File: config.mk
export PLATFORM = sky130hd
export DESIGN_NAME = smon_top
export DESIGN_NICKNAME = d
export VERILOG_FILES = /design/src/rtl/smon_pkg.sv /design/src/rtl/smon_delay.sv /design/src/rtl/smon_rules.sv /design/src/rtl/smon_prio.sv /design/src/rtl/smon_top.sv
export SDC_FILE = /design/constraint.sdc
export NUM_CORES = 1
export LEC_CHECK = 0
export CORE_MARGIN = 1.5
export CORE_UTILIZATION = 45
export CTS_CLUSTER_DIAMETER = 60
export DETAILED_ROUTE_END_ITERATION = 10
export PLACE_DENSITY = 0.68
export SLEW_MARGIN = 20
export SYNTH_ARGS = -nofsm -noshare
export SYNTH_HDL_FRONTEND = slang
export SYNTH_HIERARCHICAL = 1
export SYNTH_SLANG_ARGS = --single-unit
File: constraint.sdc
create_clock -name clk -period 3.4 [get_ports clk]
set_input_delay 0.51 -clock clk [delete_from_list [all_inputs] [get_ports clk]]
set_output_delay 0.51 -clock clk [all_outputs]
set_load 0.02 [all_outputs]
File: src/rtl/smon_pkg.sv
package smon_pkg;

    typedef enum logic [1:0] {
        ST_BOOT = 2'd0,
        ST_WARM = 2'd1,
        ST_RUN  = 2'd2,
        ST_TRIP = 2'd3
    } mon_state_t;

    localparam int N_SIG       = 4;
    localparam int N_PT        = 2;
    localparam int R_OPP_AB    = 0;
    localparam int R_OPP_CD    = 1;
    localparam int R_SLOW_BASE = 2;
    localparam int R_PT_BASE   = R_SLOW_BASE + N_SIG;
    localparam int R_LOCK      = R_PT_BASE + N_PT;
    localparam int R_TX_BASE   = R_LOCK + 1;
    localparam int N_D1        = N_PT + 1;

    function automatic int rule_count(input int ntx);
        return R_TX_BASE + ntx;
    endfunction

endpackage

File: src/rtl/smon_delay.sv
module smon_delay #(
    parameter int W = 1,
    parameter int K = 1
) (
    input  logic         clk,
    input  logic         rst_n,
    input  logic         adv,
    input  logic [W-1:0] din,
    output logic [W-1:0] dout
);
    logic [W-1:0] stg [K];

    always_ff @(posedge clk or negedge rst_n) begin
        if (!rst_n) begin
            for (int s = 0; s < K; s++) stg[s] <= '0;
        end else if (adv) begin
            stg[0] <= din;
            for (int s = 1; s < K; s++) stg[s] <= stg[s-1];
        end
    end

    assign dout = stg[K-1];
endmodule

File: src/rtl/smon_rules.sv
module smon_rules
    import smon_pkg::*;
#(
    parameter int NTX = 4,
    parameter int NR  = rule_count(NTX)
) (
    input  logic [N_SIG-1:0] sig_on,
    input  logic [N_SIG-1:0] hi_spd,
    input  logic [N_PT-1:0]  pt_release,
    input  logic [NTX-1:0]   tx_code,
    input  logic [N_D1-1:0]  d1_cond,
    input  logic [NTX-1:0]   d2_pair,
    output logic [NR-1:0]    fail_raw
);
    // invariants: opposing aspects never on together
    assign fail_raw[R_OPP_AB] = sig_on[0] & sig_on[1];
    assign fail_raw[R_OPP_CD] = sig_on[2] & sig_on[3];

    // invariants: a stop aspect needs a low approach code
    for (genvar s = 0; s < N_SIG; s++) begin : g_slow
        assign fail_raw[R_SLOW_BASE+s] = ~sig_on[s] & hi_spd[s];
    end

    // depth 1: a reversed point clears its signal pair
    for (genvar p = 0; p < N_PT; p++) begin : g_point
        assign fail_raw[R_PT_BASE+p] = d1_cond[p] & (sig_on[2*p] | sig_on[2*p+1]);
    end

    // depth 1: an aspect on demands both locks engaged
    assign fail_raw[R_LOCK] = d1_cond[N_PT] & (|pt_release);

    // depth 2: an occupied pair silences the transmitter between them
    for (genvar t = 0; t < NTX; t++) begin : g_tx
        assign fail_raw[R_TX_BASE+t] = d2_pair[t] & tx_code[t];
    end
endmodule

File: src/rtl/smon_prio.sv
module smon_prio #(
    parameter int N  = 8,
    parameter int IW = 3
) (
    input  logic [N-1:0]  req,
    output logic          any,
    output logic [IW-1:0] idx
);
    always_comb begin
        idx = '0;
        for (int i = N - 1; i >= 0; i--) begin
            if (req[i]) idx = IW'(i);
        end
        any = |req;
    end
endmodule

File: src/rtl/smon_top.sv
module smon_top
    import smon_pkg::*;
#(
    parameter int NTX = 4,
    parameter int CW  = 16
) (
    input  logic                                   clk,
    input  logic                                   rst_n,
    input  logic                                   strobe,
    input  logic [1:0]                             pt_rev,
    input  logic [NTX:0]                           occ,
    input  logic [3:0]                             sig_on,
    input  logic [3:0]                             hi_spd,
    input  logic [1:0]                             pt_release,
    input  logic [NTX-1:0]                         tx_code,
    output logic                                   trip,
    output logic [$clog2(rule_count(NTX))-1:0]     trip_rule,
    output logic [CW-1:0]                          trip_cycle
);
    localparam int NR = rule_count(NTX);
    localparam int RW = $clog2(NR);

    mon_state_t    state_q, state_d;
    logic [CW-1:0] scnt_q;
    logic [N_D1-1:0] d1_in, d1_q;
    logic [NTX-1:0]  d2_in, d2_q;
    logic [NR-1:0]   fail_raw, en, fail;
    logic            any_fail;
    logic [RW-1:0]   first_idx;
    logic            capture;

    // condition terms that feed the history lines
    assign d1_in = {|sig_on, pt_rev};
    for (genvar t = 0; t < NTX; t++) begin : g_pair
        assign d2_in[t] = occ[t] & occ[t+1];
    end

    smon_delay #(.W(N_D1), .K(1)) u_d1 (
        .clk(clk), .rst_n(rst_n), .adv(strobe), .din(d1_in), .dout(d1_q)
    );

    smon_delay #(.W(NTX), .K(2)) u_d2 (
        .clk(clk), .rst_n(rst_n), .adv(strobe), .din(d2_in), .dout(d2_q)
    );

    smon_rules #(.NTX(NTX), .NR(NR)) u_rules (
        .sig_on(sig_on), .hi_spd(hi_spd), .pt_release(pt_release),
        .tx_code(tx_code), .d1_cond(d1_q), .d2_pair(d2_q), .fail_raw(fail_raw)
    );

    assign fail = fail_raw & en;

    smon_prio #(.N(NR), .IW(RW)) u_prio (
        .req(fail), .any(any_fail), .idx(first_idx)
    );

    // state register
    always_ff @(posedge clk or negedge rst_n) begin
        if (!rst_n) state_q <= ST_BOOT;
        else        state_q <= state_d;
    end

    // transitions
    always_comb begin
        state_d = state_q;
        unique case (state_q)
            ST_BOOT: if (strobe) state_d = ST_WARM;
            ST_WARM: if (strobe) state_d = any_fail ? ST_TRIP : ST_RUN;
            ST_RUN:  if (strobe && any_fail) state_d = ST_TRIP;
            ST_TRIP: state_d = ST_TRIP;
            default: state_d = ST_BOOT;
        endcase
    end

    // outputs of the machine: rule enables and the flag
    always_comb begin
        en   = '0;
        trip = 1'b0;
        unique case (state_q)
            ST_BOOT: en = '0;
            ST_WARM: for (int r = 0; r < R_TX_BASE; r++) en[r] = 1'b1;
            ST_RUN:  en = '1;
            ST_TRIP: trip = 1'b1;
            default: en = '0;
        endcase
    end

    assign capture = strobe && any_fail && (state_q == ST_WARM || state_q == ST_RUN);

    always_ff @(posedge clk or negedge rst_n) begin
        if (!rst_n) begin
            scnt_q     <= '0;
            trip_rule  <= '0;
            trip_cycle <= '0;
        end else begin
            if (strobe && scnt_q != {CW{1'b1}}) scnt_q <= scnt_q + 1'b1;
            if (capture) begin
                trip_rule  <= first_idx;
                trip_cycle <= scnt_q;
            end
        end
    end
endmodule

---- Word-level counts from Yosys, hierarchy flattened ----
Cells that the tools add are included.
word-level totals
  bits in registers ....................... 49
  latch bits .............................. 0
  bits in writable memories ............... 0
  ROM bits ................................ 0
  output and inout bits ................... 21
  word-level logic and storage cells ...... 70
  memories ................................ 0
operators by class
  add/sub/neg operators ................... 1
  multipliers ............................. 0
  div/mod/pow operators ................... 0
  order comparisons ....................... 0
  equality and inequality tests ........... 7
  shifts and indexed selects .............. 0
  multiplexer cells ....................... 21
  bitwise operators ....................... 24
  reduce and logical (&&, ||, !) cells .... 10
operator list
  operator                                              count
  2-to-1 mux 4 bit                                      14
  bitwise AND 1 bit                                     17
  adder 16 x 1 -> 16 bit (second input constant)        1
  != test 16 bit (second input constant)                1
  bitwise AND 13 bit                                    1
  OR reduction 13 bit                                   1
  2-to-1 mux 9 bit                                      1
  case mux 2 bit (4 select lines)                       1
  2-to-1 mux 2 bit                                      3
  != test 2 bit (second input constant)                 3
  equality test 2 bit (second input constant)           2
  NOT 1 bit                                             4
  OR reduction 2 bit                                    2
  OR reduction 4 bit                                    1
  logical AND 1 bit                                     3
  AND reduction 3 bit                                   1
  equality test 2 x 1 -> 1 bit (second input constant)  1
  logical NOT 2 bit                                     1
  2-to-1 mux 1 bit                                      2
  bitwise OR 1 bit                                      2
  logical OR 1 bit                                      1

---- Depth between registers and ports, before layout ----
Gate-level depths: netlist of run 1.
  depth in word-level cells ............... 17
  mapped depth ............................ 10
  depth with buffers taken out ............ 9

---- By module ----
The synthesis of run 1 kept the hierarchy.
modules (own cells, without submodules)
  module             times used  cells each  area each (µm²)
  smon_top           1           154         1809.2
  smon_delay (u_d2)  1           21          361.6
  smon_prio          1           23          137.6
  smon_delay (u_d1)  1           6           108.9
  smon_rules         1           13          85.1

---- Worst setup path before layout of run 1 ----
Ideal clock, no wire load.
  kind .................................... reg-to-reg
  start ................................... register state_q[0]
  end ..................................... register trip_cycle[11]
  arrival ................................. 2510 ps
  data required time ...................... 3275 ps
  path slack .............................. 765 ps
  cell stages (with the launch flop) ...... 9
  path buffers ............................ 1
  clock period less this slack ............ 2635 ps
  cells stage by stage .................... dfrtp_1 -> inv_1 -> ha_1 -> and2_1 -> or4_4 -> nand3b_1 -> nand3_1 -> clkbuf_1 -> mux2_2
on the way
  longest elaborated chain between the ends .. 7
  elaborated cells on any way between the ends .. 10
RTL lines
  item                                                                        RTL line         source
  start, declared                                                             smon_top.sv:23   mon_state_t state_q, state_d;
  start signal, assigned                                                      smon_top.sv:60   else state_q <= state_d;
  equality test 2 x 1 -> 1 bit / equality test 2 bit (equally long branches)  smon_top.sv:79   unique case (state_q)
  OR reduction 2 bit (no line) (*)                                            --
  2-to-1 mux 9 bit (*)                                                        smon_top.sv:79
  bitwise AND 13 bit (*)                                                      smon_top.sv:51   assign fail = fail_raw & en;
  via fail[0]                                                                 smon_top.sv:27   logic [NR-1:0] fail_raw, en, fail;
  OR reduction 13 bit (*)                                                     smon_prio.sv:14  any = |req;
  via any_fail                                                                smon_top.sv:28   logic any_fail;
  logical AND 1 bit (*) (2 in series)                                         smon_top.sv:88   assign capture = strobe && any_fail && (state_q == ST_WARM || state_q == ST_RUN);
  end signal, assigned                                                        smon_top.sv:99   trip_cycle <= scnt_q;
  end, declared                                                               smon_top.sv:18   output logic [CW-1:0] trip_cycle
The timed path passes the listed nets; every way through them passes the cells marked *.
A chain may end at the register's enable or synchronous reset.

---- Worst setup path in the final report of run 1 ----
  start ................................... register state_q[0]
  end ..................................... register trip_cycle[4]
Same word-level chain as after synthesis.

==> out/results.ini, run 1 <==
[timing]
setup_viol = 0
maxSlewViolCount = 0
max_freq_mhz = 363
relSlewSlack_pct = 58.8
tns_ps = 0
worstMarginPinSlew_ps = 618
skew_ps = 4.84
rsz0062_at_grt = no
layout_min_cycle_time_ps = 2750
setup_ws_ps = 646
fin_crit_sh_pct = 81.0
final_hold_viol_count = 0

[detailed_routing]
vias = 1693
routed_wirelength_um = 4420
ant_nets = 0
wl_per_cell_um = 13.3
drt_first_pass_iters = 4
drcViolationCount = 0
vias_per_cell = 5.10
drtIter0Drc = 75

[power]
seqPwrFrac_pct = 50.9
p_int_mw = 1.06
switching_power_mw = 0.436
switching_share_pct = 29.0
p_comb_share_pct = 23.8
peakVddDrop_v = 0.000336
powerDensity_nw_per_um2 = 486
p_leak_nw = 1.43
power_frac_clock_pct = 25.3

[global_route]
antenna_found_initial = 0
grt.total_usage_pct = 16.5
grt_max_degree = 50
grt_pass1_vias = 1657
grt-ovfl-total = 0
grt_pass1_wl_um = 7860

[synthesis]
yosysTopAreaCell = dfrtp_1
ys_warn_count = 6
synth_edf_count = 0
yosysMostFrequentCell = dfrtp_1
syn_area_per_cell_um2 = 11.5
synth_commonest_cells = 49 x dfrtp_1, 24 x and2_1, 22 x mux2_2
async_flop_share_pct = 100
syn_area_um2 = 2500
synth_top_area_share_pct = 49.0
syn-num-nets = 246
synth_cell_type_count = 41
ys_seq_elements = 49
yosysSeqAreaShare_pct = 49.0
netlist_instances = 217
synth-main-ff-cell = dfrtp_1
ys_top_cells_by_area = dfrtp_1 49%, mux2_2 9.9%, and2_1 6.0%, mux2_4 5.4%, ha_1 2.5%

[die]
die_area_um2 = 6020
die_x_um = 77.6
row_count = 26
coreArea_um2 = 5240
io_pins = 45
die_h_um = 77.6
start_util_pct = 47.8

[finish]
multi_input_comb_area_um2 = 1190
seq_area_um2 = 1230
nNetsFinal = 290
diodes = 0
n_fill_cell = 461
final_layout_size_suffix_gt1_share_pct = 18.3
layout-area-overhead-vs-synth_pct = 23.4

[worst_setup_path]
crit_buf_inv = 2
endpoint_kind = flop
reg2reg_depth = 8
cp_slowest_cell = or4_4
worstReg2RegEnd = trip_cycle[4]$_DFFE_PN0P_
critical_path.max_fanout = 21
r2r_start = state_q[0]$_DFFE_PN0P_
startpoint_type = flop
crit_family = simple AND/OR/NAND/NOR gates
cp_num_cells = 8
max_stage_delay_ps = 550
crit_type = reg2reg
rrSetupSlack_ps = 650
cp_cell_sequence = inv_1 > ha_1 > and2_1 > or4_4 > nand3b_1 > nand3_1 > buf_4 > mux2_2
worstPathArrival_ps = 2940
worstPathRequired_ps = 3590

[placed_design]
portBuffers = 44
dp_worst_setup_slack_ps = 399
post-dp-hpwl_um = 3260
gp_congestion = 0.796

[outcome]
status = completed

[clock_network]
insertion_delay_ps = 290
clk_pin_slew_ps = 90
clock-sinks = 49
cts_tree = built
clk_path_buf_depth = 2
cts_resized = 0
cts_buffers = 5
cts-root-buf = clkbuf_8
h-tree-depth = 2
cts_hold_buf = 0
post-cts-setup-buffers = 0

[run]
drv_cap = 0

[hold_path]
min_path_type = in2async

-- how the worst max path moves through the flow --
stage,slack (ps),startpoint,to
after floorplan,760,state_q[0]$_DFFE_PN0P_,trip_cycle[11]$_DFFE_PN0P_
after global routing,440,state_q[0]$_DFFE_PN0P_,trip_cycle[12]$_DFFE_PN0P_
after CTS,620,state_q[0]$_DFFE_PN0P_,trip_cycle[0]$_DFFE_PN0P_
after global placement,440,sig_on[0],trip_cycle[8]$_DFFE_PN0P_
after detailed placement,400,sig_on[0],trip_cycle[4]$_DFFE_PN0P_
final,650,state_q[0]$_DFFE_PN0P_,trip_cycle[4]$_DFFE_PN0P_
-- routing by layer --
metal / track usage (%) / part of all wire (%) / vias to the layer above
met5: 0 / 0 / -
met4: 5.45 / 1.3 / 0
met3: 2.94 / 2.7 / 5
met2: 24.0 / 43 / 32
met1: 24.6 / 53 / 800
li1: - / - / 856
-- sequential cells by signal, indices dropped and copies added, names as in the netlist --
register,count
u_d1/dout,3
trip_cycle,16
u_d2/dout,4
state_q,2
trip_rule,4
u_d2/stg,4
scnt_q,16
-- stage by stage --
step | cells | instance area, um2 | power (mW) | utilization, % | hold slack [ps]
3_5_place_dp | 324 | 2980 | 1.14 | 56.9 | 474
6_report | 332 | 3090 | 1.50 | 59.0 | 216
4_1_cts | 332 | 3090 | 1.52 | 58.9 | 442
3_3_place_gp | 324 | 2980 | 1.12 | 56.9 | 468
5_1_grt | 332 | 3090 | 1.59 | 59.0 | 263
2_1_floorplan | 217 | 2500 | 0.978 | - | 214
-- placed cells by master, fill, tap and decap left out, drive strengths merged, types with 2 or more instances in the layout --
| cell type | synthesis | layout |
|---|---|---|
| inv | 6 | 7 |
| and3 | 3 | 3 |
| nor2 | 13 | 13 |
| xnor2 | 3 | 3 |
| and2 | 24 | 24 |
| mux2 | 31 | 31 |
| nor3b | 2 | 2 |
| nand3 | 5 | 5 |
| buf | 8 | 3 |
| mux2i | 4 | 4 |
| ha | 5 | 5 |
| o21ai | 4 | 4 |
| and4 | 2 | 2 |
| clkdlybuf4s50 | 0 | 43 |
| nand2 | 7 | 7 |
| dfrtp | 49 | 49 |
| a21oi | 10 | 10 |
| nand4 | 5 | 5 |
| nor3 | 5 | 5 |
| or4 | 4 | 4 |
| clkbuf | 1 | 7 |
| xor2 | 5 | 5 |
| o21a | 3 | 3 |
| a41oi | 2 | 2 |
| nor2b | 6 | 6 |
| nor4 | 2 | 2 |
-- kinds of logic after synthesis --
family	synth area share, %
flip-flops	49.0
XOR/XNOR	2.80
AND/OR/NAND/NOR	18.9
buffers and inverters	3.30
AO/OA/AOI/OAI	6.60
adder cells (fa/ha/maj)	2.50
multiplexers	16.9
-- layout make-up --
cell class	instances	area share [%]
sequential	49	39.7
multi-input combinational	153	38.7
timing repair buffer	46	14.7
clock buffer	7	3.12
tap	70	2.84
inverter	6	0.729
clock inverter	1	0.284
-- power groups by stage --
stage	clock network, mW	registers [mW]	logic [mW]
after floorplan	0	0.796	0.181
after global placement	0	0.771	0.353
after detailed placement	0	0.775	0.361
after CTS	0.391	0.764	0.362
after global routing	0.418	0.781	0.395
final	0.379	0.764	0.357
Power figures use the tool's default switching activity.
==> run 2, diff against run 1 <==
clock period = 2.55 ns   (was 3.4 ns; I/O delays follow)
==> run 2 against run 1 <==
Compared with the run above:
- cell count grew 5.4%
- via count is 5.7% higher
- highest routed layer unchanged
- clock skew is 2.8 ps higher
- first-iteration DRC count is 19% lower
- hold slack got worse by 190 ps
- clock power rose by 17%
- critical path depth grew 1
- die area unchanged
- clock-buffer cell count did not move
- largest cell class unchanged
- sequential share of layout area decreased by 1.9 points
- global-route usage increased by 0.28 points
- setup slack worse by 640 ps
==> out/results.ini, run 2 (same netlist as run 1, synthesis figures left out) <==
[detailed_routing]
vias_per_cell = 5.11
ant_nets = 0
drcViolationCount = 0
drt_first_pass_iters = 4
drtIter0Drc = 61
wl_per_cell_um = 13.3
routed_wirelength_um = 4670
vias = 1789

[clock_network]
clk_pin_slew_ps = 90
cts_buffers = 5
cts_tree = built
cts-root-buf = clkbuf_8
clk_path_buf_depth = 2
cts_hold_buf = 0
insertion_delay_ps = 300
h-tree-depth = 2
post-cts-setup-buffers = 0
clock-sinks = 49

[timing]
relSlewSlack_pct = 68.6
setup_viol = 0
maxSlewViolCount = 0
skew_ps = 7.63
max_freq_mhz = 393
fin_crit_sh_pct = 99.8
worstMarginPinSlew_ps = 471
layout_min_cycle_time_ps = 2550
final_hold_viol_count = 0

[worst_setup_path]
endpoint_kind = flop
worstPathArrival_ps = 2720
startpoint_type = flop
crit_type = reg2reg
critical_path.max_fanout = 6
worstPathRequired_ps = 2720

[outcome]
status = completed

[global_route]
antenna_found_initial = 0
grt-ovfl-total = 0
grt.total_usage_pct = 16.7
grt_max_degree = 22
grt_pass1_wl_um = 7880
grt_pass1_vias = 1696

[finish]
final_layout_size_suffix_gt1_share_pct = 24.6
layout_common_cells = 49 x dfrtp_1, 43 x clkdlybuf4s50_1, 24 x and2_1
top_regs = scnt_q x16, trip_cycle x16
final_util_pct = 61.9
final_common_cell = dfrtp_1
layout-area-overhead-vs-synth_pct = 29.6
final_cells = 350
nNetsFinal = 308
final_cell_area_um2 = 3240
diodes = 0
n_fill_cell = 438

[placed_design]
post-dp-hpwl_um = 3380
place_inst = 342
portBuffers = 44
placed_area_um2 = 3130
gp_congestion = 0.770

[power]
power_mw = 1.95
p_leak_nw = 1.50
peakVddDrop_v = 0.000336
powerDensity_nw_per_um2 = 603

[die]
start_util_pct = 47.8
row_count = 26
die_area_um2 = 6020
die_h_um = 77.6
die_x_um = 77.6
io_pins = 45
coreArea_um2 = 5240

[hold_path]
min_path_type = in2async

[run]
drv_cap = 0

run 2: cell count changes in the layout (fill, tap and decap cells not counted), sizes merged:
cell / delta
buf: +18
clkinvlp: +1
inv: -1
run 2: metal layers:
| metal | GRT usage [%] | routed length, um |
|---|---|---|
| met5 | 0 | 0 |
| met4 | 6.00 | 71 |
| met3 | 3.65 | 149 |
| met2 | 25.2 | 2050 |
| met1 | 23.7 | 2390 |
run 2: worst paths after layout:
path	start	to	slack, ps	cells after the start
setup / recovery	state_q[1]$_DFFE_PN0P_	state_q[0]$_DFFE_PN0P_	4	9
hold / removal	rst_n	u_d1/dout[2]$_DFFE_PN0P_	20	1
setup reg to reg	state_q[1]$_DFFE_PN0P_	state_q[0]$_DFFE_PN0P_	4	9
hold reg to reg	trip_cycle[10]$_DFFE_PN0P_	trip_cycle[10]$_DFFE_PN0P_	490	2
max in group asynchronous	rst_n	trip_cycle[15]$_DFFE_PN0P_	1950	2
min in group clk	trip_cycle[10]$_DFFE_PN0P_	trip_cycle[10]$_DFFE_PN0P_	490	2
run 2: layout make-up:
cell class              instances  area [um2]  share of cell area (%)
well taps                      70        87.6                    2.70
inverters                       6        22.5                   0.695
repair buffers                 64         598                    18.4
clock inverters                 1        7.51                   0.232
clock buffers                   7        76.3                    2.35
multi-input cells             153        1220                    37.7
flip-flops and latches         49        1230                    37.8
run 2: through the flow:
| step | hold WS, ps | setup WS, ps | setup TNS, ps |
|---|---|---|---|
| 5_1_grt | 48.1 | -181 | -1150 |
| 6_report | 23.4 | 4.38 | 0 |
| 3_3_place_gp | 365 | -146 | -2860 |
| 4_1_cts | 36.1 | 4.84 | 0 |
| 2_1_floorplan | 86.9 | 44.8 | 0 |
| 3_5_place_dp | 364 | -206 | -3170 |
run 2: critical path, stage by stage (launching register included):
cell	delay, ps
dfrtp_1	390
buf_4	140
ha_1	230
and2_1	180
nor4_2	370
nor2b_1	250
nand3b_1	140
buf_4	170
a2111oi_2	400
mux2i_1	140
run 2: report_power, final:
group	internal, mW	leakage, nW	total, mW	switching, mW
sequential	0.901	0.632	1.01	0.112
combinational	0.283	0.832	0.497	0.214
clock	0.194	0.0385	0.444	0.250
total	1.38	1.50	1.95	0.576
run 2: repair_timing:
item,4_1_cts,5_1_grt
endpoints found under the setup margin,20,20
endpoints found under the hold margin,0,0
resized for setup,2,5
